`src/rtl/cfgseq_pkg.sv`:
```
package cfgseq_pkg;

  typedef enum logic [2:0] {
    ST_CLEAR,
    ST_RELEASE,
    ST_LOAD,
    ST_STARTUP,
    ST_RUN,
    ST_ERROR
  } seq_state_t;

  localparam int NUM_EV    = 4;
  localparam int STEP_W    = 3;
  localparam int LAST_STEP = (1 << STEP_W) - 1;

  localparam int EV_DONE = 0;
  localparam int EV_TRI  = 1;
  localparam int EV_SR   = 2;
  localparam int EV_WE   = 3;

  // Steps 0 and the last step are reserved; pull selections into 1..6.
  function automatic logic [STEP_W-1:0] clamp_sel(input logic [STEP_W-1:0] s);
    if (s == '0) return STEP_W'(1);
    if (s == STEP_W'(LAST_STEP)) return STEP_W'(LAST_STEP - 1);
    return s;
  endfunction

endpackage

```
`src/rtl/cfgseq_clear_timer.sv`:
```
module cfgseq_clear_timer #(
  parameter int CLR_CYCLES = 16
) (
  input  logic clk,
  input  logic rst,
  input  logic run,
  output logic expired
);
  localparam int CW = $clog2(CLR_CYCLES + 1);

  logic [CW-1:0] cnt;

  always_ff @(posedge clk) begin
    if (rst || !run) cnt <= '0;
    else             cnt <= cnt + 1'b1;
  end

  assign expired = run && (cnt == CW'(CLR_CYCLES - 1));
endmodule

```
`src/rtl/cfgseq_event_slot.sv`:
```
module cfgseq_event_slot #(
  parameter int STEP_W = 3
) (
  input  logic              clk,
  input  logic              rst,
  input  logic              clear,
  input  logic              active,
  input  logic [STEP_W-1:0] step,
  input  logic [STEP_W-1:0] sel,
  input  logic              follow,
  input  logic              done_sense,
  output logic              fired
);
  logic hit;

  assign hit = follow ? done_sense : (step == sel);

  always_ff @(posedge clk) begin
    if (rst || clear)       fired <= 1'b0;
    else if (active && hit) fired <= 1'b1;
  end
endmodule

```
`src/rtl/cfg_startup_seq.sv`:
```
module cfg_startup_seq
  import cfgseq_pkg::*;
#(
  parameter int CLR_CYCLES = 16,
  parameter int MODE_W     = 3
) (
  input  logic              clk,
  input  logic              rst,
  input  logic              prog_n,
  input  logic              init_sense,
  input  logic [MODE_W-1:0] mode_pins,
  input  logic              crc_strobe,
  input  logic              crc_match,
  input  logic              done_sense,
  input  logic [2:0]        sel_done,
  input  logic [2:0]        sel_tristate,
  input  logic [2:0]        sel_setreset,
  input  logic [2:0]        sel_wren,
  input  logic [2:0]        follow_done,
  output logic              done_out,
  output logic              init_pull_low,
  output logic              glb_tristate,
  output logic              glb_setreset,
  output logic              glb_wr_en,
  output logic [MODE_W-1:0] mode_latched
);

  seq_state_t              st, st_nxt;
  logic [STEP_W-1:0]       step;
  logic [STEP_W-1:0]       sel_q [NUM_EV];
  logic [NUM_EV-1:0]       follow_q;
  logic [NUM_EV-1:0]       fired;
  logic                    clr_expired;
  logic                    slot_active;

  // Selections are captured while reset is held.
  always_ff @(posedge clk) begin
    if (rst) begin
      sel_q[EV_DONE] <= clamp_sel(sel_done);
      sel_q[EV_TRI]  <= clamp_sel(sel_tristate);
      sel_q[EV_SR]   <= clamp_sel(sel_setreset);
      sel_q[EV_WE]   <= clamp_sel(sel_wren);
      follow_q       <= {follow_done, 1'b0};
    end
  end

  cfgseq_clear_timer #(.CLR_CYCLES(CLR_CYCLES)) i_clear_timer (
    .clk     (clk),
    .rst     (rst),
    .run     (st == ST_CLEAR && prog_n),
    .expired (clr_expired)
  );

  always_comb begin
    st_nxt = st;
    if (!prog_n) begin
      st_nxt = ST_CLEAR;
    end else begin
      case (st)
        ST_CLEAR:   if (clr_expired) st_nxt = ST_RELEASE;
        ST_RELEASE: if (init_sense)  st_nxt = ST_LOAD;
        ST_LOAD:    if (crc_strobe)  st_nxt = crc_match ? ST_STARTUP : ST_ERROR;
        ST_STARTUP: if (step == STEP_W'(LAST_STEP) && &fired) st_nxt = ST_RUN;
        default:    st_nxt = st;
      endcase
    end
  end

  always_ff @(posedge clk) begin
    if (rst) begin
      st            <= ST_CLEAR;
      init_pull_low <= 1'b1;
      mode_latched  <= '0;
      step          <= '0;
    end else begin
      st            <= st_nxt;
      init_pull_low <= (st_nxt == ST_CLEAR) || (st_nxt == ST_ERROR);
      if (st == ST_RELEASE && st_nxt == ST_LOAD) mode_latched <= mode_pins;
      if (st != ST_STARTUP)                      step <= '0;
      else if (step != STEP_W'(LAST_STEP))       step <= step + 1'b1;
    end
  end

  assign slot_active = (st == ST_STARTUP) && prog_n;

  for (genvar e = 0; e < NUM_EV; e++) begin : g_slot
    cfgseq_event_slot #(.STEP_W(STEP_W)) i_slot (
      .clk        (clk),
      .rst        (rst),
      .clear      (!prog_n),
      .active     (slot_active),
      .step       (step),
      .sel        (sel_q[e]),
      .follow     (follow_q[e]),
      .done_sense (done_sense),
      .fired      (fired[e])
    );
  end

  assign done_out     =  fired[EV_DONE];
  assign glb_tristate = ~fired[EV_TRI];
  assign glb_setreset = ~fired[EV_SR];
  assign glb_wr_en    =  fired[EV_WE];

endmodule

```
`config.mk`:
```
export PLATFORM = sky130hd
export DESIGN_NAME = cfg_startup_seq
export DESIGN_NICKNAME = d
export VERILOG_FILES = /design/src/rtl/cfgseq_pkg.sv /design/src/rtl/cfgseq_clear_timer.sv /design/src/rtl/cfgseq_event_slot.sv /design/src/rtl/cfg_startup_seq.sv
export SDC_FILE = /design/constraint.sdc
export NUM_CORES = 1
export LEC_CHECK = 0
export ABC_AREA = 1
export ABC_CLOCK_PERIOD_IN_PS = 2400
export BUFFER_PORTS_ARGS = -buffer_cell sky130_fd_sc_hd__buf_2
export CAP_MARGIN = 20
export CORE_ASPECT_RATIO = 0.8
export CORE_MARGIN = 4
export CORE_UTILIZATION = 42
export CTS_CLUSTER_DIAMETER = 80
export DETAILED_ROUTE_END_ITERATION = 8
export GPL_TIMING_DRIVEN = 1
export PLACE_DENSITY = 0.75
export REMOVE_ABC_BUFFERS = 1
export SLEW_MARGIN = 5
export SYNTH_ARGS = -nofsm -noshare
export SYNTH_HDL_FRONTEND = slang
export SYNTH_SLANG_ARGS = --single-unit
```
`constraint.sdc`:
```
create_clock -name clk -period 2.4 [get_ports clk]
set_clock_uncertainty 0.2 [all_clocks]
set_input_delay 0.48 -clock clk [delete_from_list [all_inputs] [get_ports clk]]
set_output_delay 0.48 -clock clk [all_outputs]
set_load 0.01 [all_outputs]
```
==> results of run 1 <==
## area by class of cell
cell class	count	area [um2]
Clock inverter	2	37.5
Multi-Input combinational cell	116	673
Clock buffer	6	72.6
Inverter	24	90.1
Timing Repair Buffer	33	168
Fill cell	361	1840
Tap cell	55	68.8
Sequential cell	34	831
## kinds of logic (layout without fill, tap and decap cells)
group / count (synthesis) / after routing / synth area share
AND/OR/NAND/NOR: 74 / 74 / 0.228
adder cells (fa/ha/maj): 4 / 4 / 0.0304
flip-flops: 34 / 34 / 0.505
XOR/XNOR: 9 / 9 / 0.0479
buffers and inverters: 35 / 65 / 0.0859
AO/OA/AOI/OAI: 29 / 29 / 0.103
## metal layers
layer  global-route usage  up-vias  routed length, um
met3               0.0423        7                163
li1                     -      654                  -
met4               0.0764        0                 61
met1                0.164      533               1440
met5                    0        -                  0
met2                0.187       31               1330
## report_power, final
group	total [mW]	internal (mW)	switching, mW
sequential	0.643	0.631	0.0125
clock	0.514	0.310	0.204
combinational	0.0661	0.0316	0.0346
## worst max-delay path by stage
stage | to | slack (ns) | depth (start not counted) | startpoint
4_1_cts | mode_latched[1] | 0.51 | 8 | step[0]
3_3_place_gp | init_pull_low | 0.59 | 8 | step[0]
3_5_place_dp | mode_latched[0] | 0.52 | 8 | step[0]
6_report | mode_latched[0] | 0.52 | 8 | step[0]
2_1_floorplan | init_pull_low | 0.67 | 8 | step[0]
5_1_grt | init_pull_low | 0.37 | 8 | step[0]
## placed cells by master, fill, tap and decap left out, types with 3 or more instances in the layout
cell type,count
a21oi_1,18
buf_2,32
clkbuf_8,5
dfxtp_1,19
edfxtp_1,15
ha_1,4
inv_1,22
nand2_1,32
nand2_2,3
nand3_1,8
nand3_2,3
nand4_1,6
nor2_1,11
nor2_2,3
o21ai_0,5
xnor2_1,7
## sequential cells by signal, indices dropped and copies added, names as in the netlist
signal	flops
follow_q	3
g_slot.i_slot.fired	4
i_clear_timer.cnt	5
init_pull_low	1
mode_latched	3
sel_q	12
st	3
step	3
## through the flow
step | hold WS, ns | std cells | power [mW]
3_5_place_dp | 0.242 | 262 | 0.723
6_report | 0.169 | 270 | 1.22
3_3_place_gp | 0.232 | 262 | 0.722
4_1_cts | 0.159 | 270 | 1.24
5_1_grt | 0.152 | 270 | 1.28
2_1_floorplan | 0.218 | 174 | 0.682
==> results.tsv, run 1 <==
metric	value	unit
reg-to-reg endpoint	mode_latched[0]	
Critical Path RT	2.42	ns
Design Area, Final	1940	um2
worst slew pin tran	0.366	ns
post-synth top area cell	edfxtp_1	
Post-synth EDFFs	15	
Worst VDD drop	0.417	mV
Lkg Pwr	0.813	nW
fmax	532	MHz
# resized after CTS	0	
Placement Cell Area	1830	um2
CP delay by family, top	flip-flops	
DIE HEIGHT	64.0	um
Max Cap Viol	0	
most frequent cell after synthesis	nand2_1	
IO Pins	33	
Area contributors post-synth	edfxtp_1, dfxtp_1, nand2_1	
Routed WL per cell	11.1	um
Syn Area/Cell	8.89	um2
Final Max Slew Viols	0	
Rel. slew slack	0.755	
total track usage	0.128	
initial antenna violation count	0	
WS Path Type	reg -> reg	
Setup crit end kind	flop	
largest net degree at the start of global routing	21	
Clk pin slew, worst setup/hold paths	0.07	ns
layout cells sized above 1	0.265	
Tcrit/Tclk final	0.783	
Ys Warns	0	
crit path launch type	flop	
CP cell instances	ha_1, ha_1, nand2_2, o21ai_4, nand3_4, nand3_2, nand2_1, a21oi_1	
CP max-delay cell	dfxtp_1	
Hold Fails Final Rpt	0	
Die Area	4990	um2
worst reg-to-reg path cell count	8	
Setup Buffers After CTS	0	
worst hold start	follow_done[2]	
Residual DRC	0	
top-area cell type share of the netlist area	0.274	
reg-to-reg startpoint	step[0]	
vias per cell	4.54	
H-tree Lvls	2	
status	completed	
First-pass DRT Iterations	4	
nets	243	
mapped cell area	1650	um2
via count	1225	
unrepaired setup endpoints after global routing	no	
Hold Path Stages	1	
vias in the first global route	1106	
setup TNS	0	ns
Reg2Reg Setup Slack	0.52	ns
Clk Latency, worst-skew pair	0.28	ns
drt total wl	3000	um
Post-Syn Instances	185	
#FFs+latches synth	34	
Die Width	78.0	um
number of I/O port buffers	32	
Post-Place Setup Slack	0.523	ns
TritonCTS Buffers	5	
Crit path top cell by count	ha_1	
Max stage delay on crit path	0.48	ns
Seq/Total Area, Yosys	0.505	
Hold Path Sink	follow_q[3]	
clock buffer depth	2	
routability cong.	0.829	
fin util	0.514	
Post-synth top cells	nand2_1, inv_1, dfxtp_1	
arrival time worst endpoint	1.90	ns
final worst slack	0.522	ns
synth-to-layout area growth	17.9	%
Post-DP HPWL	2390	um
gr ovfl total	0	
library cells used by synthesis	31	
FP Rows	20	
core area	3780	um2
Max Fanout on Critical Path	7	
P per Cell Area	630	nW/um2
Finish-stage setup viols	0	
hold_buf cts	0	
ys async rst share	0	
ant diodes	0	
Hold Crit Class	in -> reg	
ANT nets after route	0	
CTS tree	done	
clk root buf	clkbuf_8	
First DRT Iteration DRCs	67	
fin crit period	1.88	ns
initial core utilization	0.435	
Sink Count	34	
global-route wire length before repair	4860	um
Top FF cell, synth	dfxtp_1	
CP Buf/Inv Count	0	
(Power assumes the default switching activity.)
==> inputs of run 2 (changes only) <==
--- a/config.mk
+++ b/config.mk
@@ -6,7 +6,7 @@
 export NUM_CORES = 1
 export LEC_CHECK = 0
 export ABC_AREA = 1
-export ABC_CLOCK_PERIOD_IN_PS = 2400
+export ABC_CLOCK_PERIOD_IN_PS = 1600
 export BUFFER_PORTS_ARGS = -buffer_cell sky130_fd_sc_hd__buf_2
 export CAP_MARGIN = 20
 export CORE_ASPECT_RATIO = 0.8
@@ -15,7 +15,7 @@
 export CTS_CLUSTER_DIAMETER = 80
 export DETAILED_ROUTE_END_ITERATION = 8
 export GPL_TIMING_DRIVEN = 1
-export PLACE_DENSITY = 0.75
+export PLACE_DENSITY = 0.77
 export REMOVE_ABC_BUFFERS = 1
 export SLEW_MARGIN = 5
 export SYNTH_ARGS = -nofsm -noshare
==> constraint.sdc (replaced) <==
create_clock -name clk -period 1.6 [get_ports clk]
set_clock_uncertainty 0.2 [all_clocks]
set_input_delay 0.32 -clock clk [delete_from_list [all_inputs] [get_ports clk]]
set_output_delay 0.32 -clock clk [all_outputs]
set_load 0.01 [all_outputs]
==> results.tsv, run 2 (synthesized netlist as in run 1, its figures left out) <==
metric	value	unit	change
largest net degree at the start of global routing	21		unchanged
Die Area	4990	um2	unchanged
Lkg Pwr	0.857	nW	+5.5%
Clk pin slew, worst setup/hold paths	0.06	ns	about the same
gr ovfl total	0		unchanged
clk root buf	clkbuf_8		
nets	252		+3.7%
Hold Fails Final Rpt	0		unchanged
Hold Crit Class	in -> reg		
Critical Path RT	1.55	ns	-0.87 ns
via count	1323		+8.0%
status	finished, violations left		
DIE HEIGHT	64.0	um	unchanged
Finish-stage setup viols	1		+1
initial core utilization	0.435		unchanged
worst reg-to-reg path cell count	11		+3
Rel. slew slack	0.742		-0.0133
initial antenna violation count	0		unchanged
CTS tree	done		
max reg flops	12		unchanged
FP Rows	20		unchanged
reg-to-reg endpoint	init_pull_low		
final worst slack	-0.0162	ns	-0.538 ns
First DRT Iteration DRCs	83		+24%
Worst VDD drop	0.509	mV	+22%
most frequent cells in the layout	buf_2, nand2_1, inv_1, a21oi_1, edfxtp_1		
routability cong.	0.882		+6.4%
non-filler cells, final	279		+3.3%
fin crit period	1.62	ns	-0.262 ns
Sink Count	34		unchanged
# fillers	346		-4.2%
CP Buf/Inv Count	1		+1
worst slew pin tran	0.385	ns	+0.0193 ns
total track usage	0.138		+0.0104
Hold Path Sink	follow_q[3]		
IO Pins	33		unchanged
reg-to-reg startpoint	i_clear_timer.cnt[0]		
worst hold start	follow_done[2]		
Routed WL per cell	12.1	um	+8.5%
core area	3780	um2	unchanged
Hold Path Stages	1		unchanged
ant diodes	0		unchanged
fin util	0.545		+0.0318
CP cell instances	ha_4, inv_2, nor3_2, ha_2, nand3_2, nand2_2, nor2_2, nand2_1, nand2_1, nand3_1, nand3_1		
Die Width	78.0	um	unchanged
Placed Instances	269		+2.7%
CP max-delay cell	dfxtp_2		
unrepaired setup endpoints after global routing	yes		
commonest non-fill, non-tap cell in the layout	buf_2		
synth-to-layout area growth	25.2	%	
Final Max Slew Viols	0		unchanged
TritonCTS Buffers	5		unchanged
register area	837	um2	+0.75%
Residual DRC	0		unchanged
hold_buf cts	0		unchanged
vias in the first global route	1207		+9.1%
ANT nets after route	0		unchanged
Reg2Reg Setup Slack	-0.02	ns	-0.54 ns
Setup crit end kind	flop		
multi-input logic area	749	um2	+11%
clock buffer depth	2		unchanged
Max Fanout on Critical Path	2		-5
H-tree Lvls	2		unchanged
global-route wire length before repair	5330	um	+9.5%
number of I/O port buffers	32		unchanged
arrival time worst endpoint	1.57	ns	-0.33 ns
fmax	619	MHz	+16%
Largest regs	sel_q (12), i_clear_timer.cnt (5), g_slot.i_slot.fired (4)		
P per Cell Area	803	nW/um2	+28%
vias per cell	4.74		+4.5%
Tcrit/Tclk final	1.01		+0.228
WS Path Type	reg -> reg		
Max Cap Viol	0		unchanged
drt total wl	3360	um	+12%
violated checks	setup timing		
crit path launch type	flop		
Clk Latency, worst-skew pair	0.28	ns	about the same
CP delay by family, top	simple AND/OR/NAND/NOR gates		
layout cells sized above 1	0.362		+0.0965
Post-DP HPWL	2490	um	+4.4%
Largest Register	sel_q		
First-pass DRT Iterations	4		unchanged
Max stage delay on crit path	0.35	ns	-0.13 ns
[run 2: power by group]
part	total, mW	internal, mW	switching, mW
Sequential	0.963	0.946	0.0171
Clock	0.584	0.302	0.281
Combinational	0.108	0.0534	0.0549
Total	1.66	1.30	0.353
[run 2: repair_timing]
action | in CTS | in global routing
cloned | 0 | 0
setup endpoints to repair | 5 | 7
gates resized for setup | 5 | 17
pin swaps | 3 | 6
endpoints found under the hold margin | 0 | 0
setup buffers | 1 | 1
[run 2: routing by layer]
layer	vias up	GRT usage	part of all wire
li1	677	-	-
met4	0	0.0590	0.018
met3	6	0.0423	0.048
met5	-	0	0
met1	611	0.175	0.46
met2	29	0.219	0.48
[run 2: how the worst max path moves through the flow]
stage,start,end,slack [ns],depth (start not counted)
3_5_place_dp,step[0],init_pull_low,-0.05,8
6_report,i_clear_timer.cnt[0],init_pull_low,-0.02,11
4_1_cts,i_clear_timer.cnt[0],init_pull_low,-0.02,11
3_3_place_gp,step[0],init_pull_low,0.02,8
5_1_grt,i_clear_timer.cnt[0],init_pull_low,-0.13,11
2_1_floorplan,step[0],init_pull_low,-0.13,8
[run 2: through the flow]
step / hold slack (ns) / total power [mW] / setup slack [ns] / cell area, um2 / setup TNS, ns
2_1_floorplan: 0.189 / 1.02 / -0.132 / 1590 / -0.581
3_3_place_gp: 0.250 / 1.08 / 0.0170 / 1880 / 0
3_5_place_dp: 0.255 / 1.09 / -0.0454 / 1880 / -0.126
4_1_cts: 0.00708 / 1.66 / -0.0183 / 1980 / -0.0183
5_1_grt: 0.00437 / 1.73 / -0.126 / 2060 / -0.294
6_report: 0.0172 / 1.66 / -0.0162 / 2060 / -0.0162
[run 2: final cells by class]
cell class | instances | share of cell area
Tap cell | 55 | 0.0334
Clock inverter | 1 | 0.00182
Multi-Input combinational cell | 116 | 0.364
Inverter | 24 | 0.0437
Clock buffer | 7 | 0.0370
Sequential cell | 34 | 0.406
Timing Repair Buffer | 42 | 0.114
==> inputs of run 3 (changes only) <==
--- a/config.mk
+++ b/config.mk
@@ -12,6 +12,7 @@
 export CORE_ASPECT_RATIO = 0.8
 export CORE_MARGIN = 4
 export CORE_UTILIZATION = 42
+export CTS_BUF_LIST = sky130_fd_sc_hd__clkbuf_8
 export CTS_CLUSTER_DIAMETER = 80
 export DETAILED_ROUTE_END_ITERATION = 8
 export GPL_TIMING_DRIVEN = 1
==> results.tsv, run 3 (synthesized netlist as in run 1, its figures left out) <==
metric	value	unit	change
Tcrit/Tclk final	1.01		-0.00302
most frequent cells in the layout	buf_2, nand2_1, inv_1, a21oi_1, edfxtp_1		
unrepaired setup endpoints after global routing	yes		
TritonCTS Buffers	5		unchanged
CP Buf/Inv Count	1		unchanged
ant diodes	0		unchanged
clock buffer depth	2		unchanged
P per Cell Area	797	nW/um2	-0.74%
status	finished, violations left		
Worst setup startpoint	i_clear_timer.cnt[0]		
Design Area, Final	2060	um2	unchanged
nets	252		unchanged
Largest Register	sel_q		
WS Path Type	reg -> reg		
Die Width	78.0	um	unchanged
synth-to-layout area growth	25.2	%	unchanged
Lkg Pwr	0.866	nW	+0.97%
worst hold start	follow_done[2]		
initial core utilization	0.435		unchanged
crit path launch type	flop		
CP Depth	11		unchanged
drt total wl	3350	um	-0.30%
reg-to-reg startpoint	i_clear_timer.cnt[0]		
Sink Count	34		unchanged
Post-DP HPWL	2490	um	unchanged
total track usage	0.138		unchanged
First-pass DRT Iterations	4		unchanged
FP Rows	20		unchanged
violated checks	setup timing		
Hold Crit Class	in -> reg		
Clk pin slew, worst setup/hold paths	0.06	ns	about the same
core area	3780	um2	unchanged
H-tree Lvls	2		unchanged
Worst VDD drop	0.510	mV	about the same
number of I/O port buffers	32		unchanged
vias in the first global route	1207		unchanged
IO Pins	33		unchanged
Finish-stage setup viols	1		unchanged
ANT nets after route	0		unchanged
global-route wire length before repair	5330	um	unchanged
vias per cell	4.72		-0.45%
Placement Cell Area	1880	um2	unchanged
CTS tree	done		
clk root buf	clkbuf_8		
Largest regs	sel_q (12), i_clear_timer.cnt (5), g_slot.i_slot.fired (4)		
Max Cap Viol	0		unchanged
Clk Latency, worst-skew pair	0.28	ns	about the same
Max Fanout on Critical Path	2		unchanged
final worst slack	-0.0114	ns	+0.00484 ns
First DRT Iteration DRCs	83		unchanged
fmax	621	MHz	+0.30%
commonest non-fill, non-tap cell in the layout	buf_2		
CP cell instances	ha_4, inv_2, nor3_2, ha_2, nand3_2, nand2_2, nor2_2, nand2_1, nand2_1, nand3_1, nand3_1		
Final Max Slew Viols	0		unchanged
max reg flops	12		unchanged
routability cong.	0.882		unchanged
arrival time worst endpoint	1.57	ns	about the same
initial antenna violation count	0		unchanged
fin crit period	1.61	ns	-0.00484 ns
Routed WL per cell	12.0	um	-0.30%
DIE HEIGHT	64.0	um	unchanged
worst slew pin tran	0.386	ns	+0.000942 ns
Hold Fails Final Rpt	0		unchanged
Max stage delay on crit path	0.35	ns	about the same
via count	1317		-0.45%
Rel. slew slack	0.741		about the same
setup TNS	-0.0114	ns	+0.00484 ns
largest net degree at the start of global routing	21		unchanged
Hold Path Stages	1		unchanged
Tot Pwr	1.64	mW	-0.74%
CP max-delay cell	dfxtp_2		
Setup crit end kind	flop		
CP delay by family, top	simple AND/OR/NAND/NOR gates		
Critical Path RT	1.55	ns	about the same
worst reg-to-reg path cell count	11		unchanged
layout cells sized above 1	0.362		unchanged
Die Area	4990	um2	unchanged
Post-Place Setup Slack	-0.0454	ns	unchanged
Residual DRC	0		unchanged
gr ovfl total	0		unchanged
## run 3: what timing repair did
item,in CTS,in global routing
gates resized for setup,5,17
setup endpoints to repair,5,7
pin swaps,3,6
hold buffers,0,0
buffers inserted,1,1
## run 3: layout make-up
class                           instances  area (um2)
Inverter                               24        90.1
Tap cell                               55        68.8
Clock inverter                          3        11.3
Sequential cell                        34         837
Multi-Input combinational cell        116         749
Fill cell                             346        1720
Timing Repair Buffer                   42         235
Clock buffer                            5        68.8
## run 3: final timing paths
kind / end / slack (ns)
setup / recovery: init_pull_low / -0.01
hold reg to reg: mode_latched[1] / 0.27
setup reg to reg: init_pull_low / -0.01
hold / removal: follow_q[3] / 0.02
## run 3: through the flow
step | std cells | util | hold WS, ns
2_1_floorplan | 174 | - | 0.189
3_3_place_gp | 269 | 0.498 | 0.250
3_5_place_dp | 269 | 0.498 | 0.255
4_1_cts | 278 | 0.525 | 0.00675
5_1_grt | 279 | 0.545 | 0.00395
6_report | 279 | 0.545 | 0.0172
## run 3: report_power, final
| part | switching (mW) | leakage [nW] | internal, mW |
|---|---|---|---|
| clock | 0.282 | 0.0482 | 0.290 |
| combinational | 0.0547 | 0.515 | 0.0534 |
| sequential | 0.0171 | 0.303 | 0.946 |
## run 3: per-layer routing
layer / up-vias / part of all wire / global-route usage / wire length (um)
met2: 25 / 0.48 / 0.219 / 1600
met5: - / 0 / 0 / 0
met1: 611 / 0.46 / 0.175 / 1530
met3: 6 / 0.047 / 0.0423 / 156
li1: 675 / - / - / -
met4: 0 / 0.018 / 0.0590 / 61
